===== src/rtl/ric_pkg.sv =====
package ric_pkg;
    localparam int          ENT_W       = 64;
    localparam int          DATA_W      = 32;
    localparam logic [63:0] ENT_RESET   = 64'h0001_0000_0001_0000;
    localparam int          MASK_BIT    = 16;
    localparam int          TRIG_BIT    = 15;
    localparam int          DMODE_BIT   = 11;
    localparam int          DLV_LO      = 8;
    localparam int          DLV_HI      = 10;
    localparam int          DEST_LO     = 56;
    localparam logic [7:0]  IDX_ID      = 8'h00;
    localparam logic [7:0]  IDX_VER     = 8'h01;
    localparam logic [7:0]  IDX_ARB     = 8'h02;
    localparam logic [7:0]  VER_CODE    = 8'h11;
    localparam logic [7:0]  BCAST_DEST  = 8'hFF;

    typedef enum logic [0:0] {
        ST_IDLE = 1'b0,
        ST_SEND = 1'b1
    } ric_state_t;
endpackage


===== src/rtl/ric_regfile.sv =====
module ric_regfile
    import ric_pkg::*;
#(
    parameter int         NUM_PINS = 16,
    parameter logic [7:0] IDX_BASE = 8'h10
) (
    input  logic                              clk,
    input  logic                              rst_n,
    input  logic                              win_we,
    input  logic [7:0]                        win_idx,
    input  logic [DATA_W-1:0]                 win_wdata,
    output logic [DATA_W-1:0]                 win_rdata,
    output logic [NUM_PINS-1:0][ENT_W-1:0]    entries
);
    localparam logic [7:0] PIN_COUNT = 8'(NUM_PINS);

    logic [3:0] id_q;

    always_ff @(posedge clk) begin
        if (!rst_n) begin
            id_q <= '0;
        end else if (win_we && win_idx == IDX_ID) begin
            id_q <= win_wdata[27:24];
        end
    end

    for (genvar p = 0; p < NUM_PINS; p++) begin : g_ent
        localparam logic [7:0] LO_IDX = 8'(int'(IDX_BASE) + 2 * p);
        localparam logic [7:0] HI_IDX = 8'(int'(IDX_BASE) + 2 * p + 1);
        always_ff @(posedge clk) begin
            if (!rst_n) begin
                entries[p] <= ENT_RESET;
            end else if (win_we && win_idx == LO_IDX) begin
                entries[p][31:0] <= win_wdata;
            end else if (win_we && win_idx == HI_IDX) begin
                entries[p][63:32] <= win_wdata;
            end
        end
    end

    always_comb begin
        win_rdata = '0;
        unique case (win_idx)
            IDX_ID:  win_rdata = {4'h0, id_q, 24'h0};
            IDX_VER: win_rdata = {8'h00, PIN_COUNT, 8'h00, VER_CODE};
            IDX_ARB: win_rdata = {4'h0, id_q, 24'h0};
            default: begin
                for (int p = 0; p < NUM_PINS; p++) begin
                    if (win_idx == 8'(int'(IDX_BASE) + 2 * p))
                        win_rdata = entries[p][31:0];
                    if (win_idx == 8'(int'(IDX_BASE) + 2 * p + 1))
                        win_rdata = entries[p][63:32];
                end
            end
        endcase
    end
endmodule


===== src/rtl/ric_edge_q.sv =====
module ric_edge_q
    import ric_pkg::*;
#(
    parameter int NUM_PINS = 16
) (
    input  logic                           clk,
    input  logic                           rst_n,
    input  logic [NUM_PINS-1:0]            irq_in,
    input  logic [NUM_PINS-1:0][ENT_W-1:0] entries,
    input  logic [NUM_PINS-1:0]            clr,
    output logic [NUM_PINS-1:0]            pend
);
    logic [NUM_PINS-1:0] prev_q;
    logic [NUM_PINS-1:0] rise;
    logic [NUM_PINS-1:0] elig;

    for (genvar p = 0; p < NUM_PINS; p++) begin : g_elig
        assign elig[p] = !entries[p][MASK_BIT]
                       && !entries[p][TRIG_BIT]
                       && !entries[p][DMODE_BIT]
                       && (entries[p][DLV_HI:DLV_LO] == 3'b000);
    end

    assign rise = irq_in & ~prev_q;

    always_ff @(posedge clk) begin
        if (!rst_n) begin
            prev_q <= '0;
            pend   <= '0;
        end else begin
            prev_q <= irq_in;
            pend   <= (pend & ~clr) | (rise & elig);
        end
    end
endmodule


===== src/rtl/ric_dispatch.sv =====
module ric_dispatch
    import ric_pkg::*;
#(
    parameter int NUM_PINS = 16
) (
    input  logic                           clk,
    input  logic                           rst_n,
    input  logic [NUM_PINS-1:0]            pend,
    input  logic [NUM_PINS-1:0][ENT_W-1:0] entries,
    input  logic                           msg_ready,
    output logic [NUM_PINS-1:0]            clr,
    output logic                           msg_valid,
    output logic [7:0]                     msg_dest,
    output logic                           msg_bcast,
    output logic [7:0]                     msg_vector
);
    localparam int PIN_W = (NUM_PINS > 1) ? $clog2(NUM_PINS) : 1;

    ric_state_t      state_q, state_n;
    logic            any;
    logic [PIN_W-1:0] pick;

    always_comb begin
        any  = 1'b0;
        pick = '0;
        for (int i = NUM_PINS - 1; i >= 0; i--) begin
            if (pend[i]) begin
                any  = 1'b1;
                pick = PIN_W'(i);
            end
        end
    end

    always_ff @(posedge clk) begin
        if (!rst_n) state_q <= ST_IDLE;
        else        state_q <= state_n;
    end

    always_comb begin
        state_n = state_q;
        clr     = '0;
        unique case (state_q)
            ST_IDLE: if (any) begin
                state_n    = ST_SEND;
                clr[pick]  = 1'b1;
            end
            ST_SEND: if (msg_ready) state_n = ST_IDLE;
        endcase
    end

    always_ff @(posedge clk) begin
        if (!rst_n) begin
            msg_dest   <= '0;
            msg_bcast  <= 1'b0;
            msg_vector <= '0;
        end else if (state_q == ST_IDLE && any) begin
            msg_dest   <= entries[pick][DEST_LO +: 8];
            msg_bcast  <= (entries[pick][DEST_LO +: 8] == BCAST_DEST);
            msg_vector <= entries[pick][7:0];
        end
    end

    assign msg_valid = (state_q == ST_SEND);
endmodule


===== src/rtl/ric_top.sv =====
module ric_top
    import ric_pkg::*;
#(
    parameter int NUM_PINS = 16,
    parameter int ADDR_W   = 8
) (
    input  logic                clk,
    input  logic                rst_n,
    input  logic                bus_en,
    input  logic                bus_we,
    input  logic [ADDR_W-1:0]   bus_addr,
    input  logic [2:0]          bus_size,
    input  logic [DATA_W-1:0]   bus_wdata,
    output logic [DATA_W-1:0]   bus_rdata,
    input  logic [NUM_PINS-1:0] irq_in,
    output logic                msg_valid,
    input  logic                msg_ready,
    output logic [7:0]          msg_dest,
    output logic                msg_bcast,
    output logic [7:0]          msg_vector
);
    localparam logic [ADDR_W-1:0] OFF_SEL = ADDR_W'(8'h00);
    localparam logic [ADDR_W-1:0] OFF_WIN = ADDR_W'(8'h10);

    logic [DATA_W-1:0]              sel_q;
    logic [DATA_W-1:0]              win_rdata;
    logic [NUM_PINS-1:0][ENT_W-1:0] entries;
    logic [NUM_PINS-1:0]            pend_w;
    logic [NUM_PINS-1:0]            clr_w;
    logic acc_ok, at_sel, at_win, win_we;

    assign at_sel = (bus_addr == OFF_SEL);
    assign at_win = (bus_addr == OFF_WIN);
    assign acc_ok = bus_en && (bus_size == 3'd4) && (at_sel || at_win);
    assign win_we = acc_ok && bus_we && at_win;

    always_ff @(posedge clk) begin
        if (!rst_n)                       sel_q <= '0;
        else if (acc_ok && bus_we && at_sel) sel_q <= bus_wdata;
    end

    always_comb begin
        bus_rdata = '0;
        if (acc_ok && !bus_we) bus_rdata = at_sel ? sel_q : win_rdata;
    end

    ric_regfile #(.NUM_PINS(NUM_PINS)) u_regs (
        .clk(clk), .rst_n(rst_n), .win_we(win_we), .win_idx(sel_q[7:0]),
        .win_wdata(bus_wdata), .win_rdata(win_rdata), .entries(entries)
    );

    ric_edge_q #(.NUM_PINS(NUM_PINS)) u_edge (
        .clk(clk), .rst_n(rst_n), .irq_in(irq_in), .entries(entries),
        .clr(clr_w), .pend(pend_w)
    );

    ric_dispatch #(.NUM_PINS(NUM_PINS)) u_disp (
        .clk(clk), .rst_n(rst_n), .pend(pend_w), .entries(entries),
        .msg_ready(msg_ready), .clr(clr_w), .msg_valid(msg_valid),
        .msg_dest(msg_dest), .msg_bcast(msg_bcast), .msg_vector(msg_vector)
    );
endmodule


===== config.mk =====
export PLATFORM = sky130hd
export DESIGN_NAME = ric_top
export DESIGN_NICKNAME = d
export VERILOG_FILES = /design/src/rtl/ric_pkg.sv /design/src/rtl/ric_regfile.sv /design/src/rtl/ric_edge_q.sv /design/src/rtl/ric_dispatch.sv /design/src/rtl/ric_top.sv
export SDC_FILE = /design/constraint.sdc
export NUM_CORES = 2
export LEC_CHECK = 0
export BUFFER_PORTS_ARGS = -buffer_cell sky130_fd_sc_hd__buf_2
export CAP_MARGIN = 20
export CORE_MARGIN = 2
export CORE_UTILIZATION = 35
export DETAILED_ROUTE_END_ITERATION = 10
export PLACE_DENSITY_LB_ADDON = 0.1
export SYNTH_ARGS = -nofsm -noshare
export SYNTH_HDL_FRONTEND = slang
export SYNTH_HIERARCHICAL = 1
export SYNTH_SLANG_ARGS = --single-unit

===== constraint.sdc =====
create_clock -name clk -period 5.3 [get_ports clk]
set_clock_uncertainty 0.15 [all_clocks]
set_input_delay 1.325 -clock clk [delete_from_list [all_inputs] [get_ports clk]]
set_output_delay 1.325 -clock clk [all_outputs]
set_load 0.1 [all_outputs]

==> key figures <==
Min path
  – Hold Path Origin: u_disp/msg_dest[6]
  – Worst Hold Depth: 2
  – Worst Hold End: u_disp/msg_dest[6]
  – Hold Path Class: register to register

GRT
  – Pin count of the biggest net entering global routing: 186
  – Vias in the first global route: 52600
  – GRT Overall Usage: 0.411
  – GRT overflow: 0
  – Initial antenna violation count: 26
  – First-pass GRT wire length: 454000 µm

Placement
  – Placer congestion estimate: 1.07
  – Detailed placement HPWL: 233000 µm
  – Worst slack, placed: -0.920 ns
  – Area post-placement: 60600 µm²
  – Port Buffer Count: 113
  – Placed Cells incl. Taps: 9111

Flow run
  – Max-capacitance violation count: 0

Worst setup path
  – Startpoint Class: register
  – Reg2Reg Setup Slack: 0.20 ns
  – R2R depth: 9
  – Crit path DAT: 4.77 ns
  – Crit Path Category: register to primary output
  – Worst flop-to-flop path endpoint: u_disp/msg_dest[4]
  – FF-to-FF Start: u_edge/pend[11]
  – Crit end category: primary output
  – Worst-path maximum fanout: 10
  – Worst Path Required: 3.83 ns

Final layout
  – Multi-input logic area: 30500 µm²
  – Design area: 67500 µm²
  – Layout Cells excl Fill: 9434
  – # fillers: 15500
  – Share of layout cells above drive strength 1: 0.177
  – Area growth syn-to-layout: 24.4%
  – Final net count: 7339
  – Storage element area: 22200 µm²

Timing
  – Worst Tran Pin Value: 1.38 ns
  – Final WS setup: -0.945 ns
  – Maximum operating frequency: 160 MHz
  – Final setup viols: 32
  – Rel. slew slack: 0.0814
  – Fin. max-slew vios: 0
  – RSZ-0062 raised after global routing: yes
  – Final period utilization: 1.18
  – Final hold vios: 0
  – Fin crit period: 6.24 ns

Drt
  – Drt first pass iters: 8
  – Final WL: 336000 µm
  – Vias per Instance: 6.22
  – Iteration-0 DRC Markers: 9457
  – WL per Instance: 35.6 µm
  – DRC errors left: 0
  – Routed via count: 58700
  – DRT antenna net count: 0

Floorplanning
  – Starting Density: 0.352
  – Die area: 158000 µm²
  – Num rows: 144
  – Die width: 398 µm
  – Core box area: 154000 µm²
  – Ports: 114
  – Die H: 398 µm

Logic synthesis
  – Ranking of synthesized cells by area: dfxtp_1 (41%), nand2_1 (16%), a21boi_0 (13%), clkbuf_1 (3.5%), o21ai_0 (2.1%)
  – Mapped Nets: 7097
  – Syn. warnings: 6
  – Ys flop type: dfxtp_1
  – Most common cell in the netlist: nand2_1
  – Top cells by count, synth: nand2_1 (2363), dfxtp_1 (1110), a21boi_0 (973)
  – Syn Std Cell Area: 54300 µm²
  – Synthesized instance count: 7033
  – Number of synthesized flops with an enable pin: 0
  – Syn Area/Cell: 7.72 µm²
  – Post-synth top area share: 0.409
  – Asr flop ratio synth: 0
  – Synth Register Bits: 1110
  – Post-synthesis cell type count: 101
  – Synth area leader: dfxtp_1
  – Register area share after synthesis: 0.409

Power and ir drop
  – Peak supply drop: 0.349 mV
  – Cell-internal power: 0.0145 W
  – Pwr/cell area: 283 nW/µm²
  – Sw Pwr: 0.00459 W
  – Clock power share: 0.529
  – LEAKAGE: 22.9 nW
  – Switch share: 0.241
  – Logic pwr share: 0.034
  – Sequential power share: 0.438

Clock network
  – Root buf cell: clkbuf_16
  – Clock Sink Count: 1110
  – Hold Buf Count CTS: 0
  – Clock Tree Buf Depth: 3
  – Clock slew at reported path FFs: 0.06 ns
  – Htree depth: 4
  – Later-pin clock latency in the skew report: 0.82 ns
  – CTS Buf Count: 136
  – CTS tree: yes

Outcome
  – Failing checks: negative setup slack
  – Outcome: finished with violations
[logic make-up (layout without fill, tap and decap cells)]
kind of cell	after synthesis	after routing	share of synthesized area
buffers and inverters	689	1035	0.0531
DFF	1110	1110	0.409
other	0	11	0
and+or+nand+nor	3040	3040	0.238
muxes	140	140	0.0281
AOI/OAI and AO/OA	2054	2054	0.271
[flip-flops by register name, indices dropped and copies added (netlist names)]
signal	cells
u_disp/msg_dest	8
u_disp/msg_vector	8
u_disp/msg_valid	1
u_disp/msg_bcast	1
u_regs/entries	1024
u_regs/id_q	4
sel_q	32
u_edge/prev_q	16
u_edge/pend	16
[placed cells by master (no fill, tap or decap), types with 15 or more instances in the layout]
cell type and instances:
mux2_2 29, buf_2 73, nor4_2 26, o211ai_1 33
nand4_1 15, o22ai_1 72, nand3_1 129, clkbuf_1 33
buf_4 542, o21ai_1 21, nor2_1 170, mux2i_1 100
buf_12 108, and2_1 42, a221oi_1 78, buf_6 50
a21oi_1 170, a221o_1 17, nand2_1 2354, a31oi_1 41
dfxtp_1 1103, nor4b_2 16, a21boi_1 23, a22o_1 37
nor2_2 22, a211oi_1 42, clkbuf_8 27, bufinv_16 16
a21oi_2 18, a22oi_1 86, o221ai_1 24, nor2_4 19
nor2b_1 47, o21ai_0 198, a221oi_2 16, and3_1 24
nor3_1 45, a21boi_0 972, clkbuf_16 139
[critical path, cell delays in order (launching register included)]
cell and delay [ns]:
dfxtp_4 0.51, buf_12 0.19, nand4bb_4 0.19, nor2_1 0.07, buf_6 0.15, a222oi_1 1.16, nor3_1 0.15, buf_4 0.23
or3_4 0.37, o21ai_4 0.31, buf_6 0.17, nand2_4 0.05, o21ai_4 0.10, a21oi_2 0.09, buf_12 0.19
[through the flow]
stage,TNS (ns),total power (W),hold slack [ns],utilization
after CTS,-13.78,0.0191,0.305,0.436
after global placement,-2.97,0.00915,0.292,0.393
after global routing,-17.90,0.0195,0.317,0.438
after detailed placement,-3.19,0.00915,0.296,0.393
final,-16.69,0.0191,0.305,0.438
after floorplan,-11.27,0.00883,0.283,-
[layer usage]
layer / global-route usage / routed length, µm
met4: 0.226 / 21500
met1: 0.563 / 138000
met2: 0.561 / 132000
met5: 0 / 100
met3: 0.134 / 43300
[how the worst max path moves through the flow]
stage,startpoint,endpoint,slack [ns],cells past startpoint
after detailed placement,sel_q[3],bus_rdata[9],-0.92,14
after CTS,sel_q[0],bus_rdata[9],-0.67,12
after floorplan,bus_addr[7],bus_rdata[0],-0.36,6
after global placement,sel_q[3],bus_rdata[9],-0.91,14
final,sel_q[1],bus_rdata[9],-0.94,14
after global routing,sel_q[0],bus_rdata[9],-0.79,12
[power groups by stage]
stage / combinational (W) / clock, W / sequential (W)
2_1_floorplan: 0.000291 / 0 / 0.00854
3_3_place_gp: 0.000619 / 0 / 0.00853
3_5_place_dp: 0.000616 / 0 / 0.00853
4_1_cts: 0.000617 / 0.0101 / 0.00835
5_1_grt: 0.000635 / 0.0105 / 0.00835
6_report: 0.000641 / 0.0101 / 0.00835
[repair_timing]
item / CTS / global route
pin swaps: 73 / 30
resized for setup: 287 / 44
buffers inserted: 55 / 15
gates cloned: 3 / 0
setup endpoints to repair: 32 / 32
[final cells by class]
type | count | area share
repair buffers | 785 | 0.110
clock inverters | 44 | 0.0112
clock buffers | 198 | 0.0585
inverters | 8 | 0.000445
multi-input cells | 5234 | 0.452
well taps | 2044 | 0.0379
diodes | 11 | 0.000408
flip-flops and latches | 1110 | 0.330
Note: power is estimated with default switching activity, not from simulation.
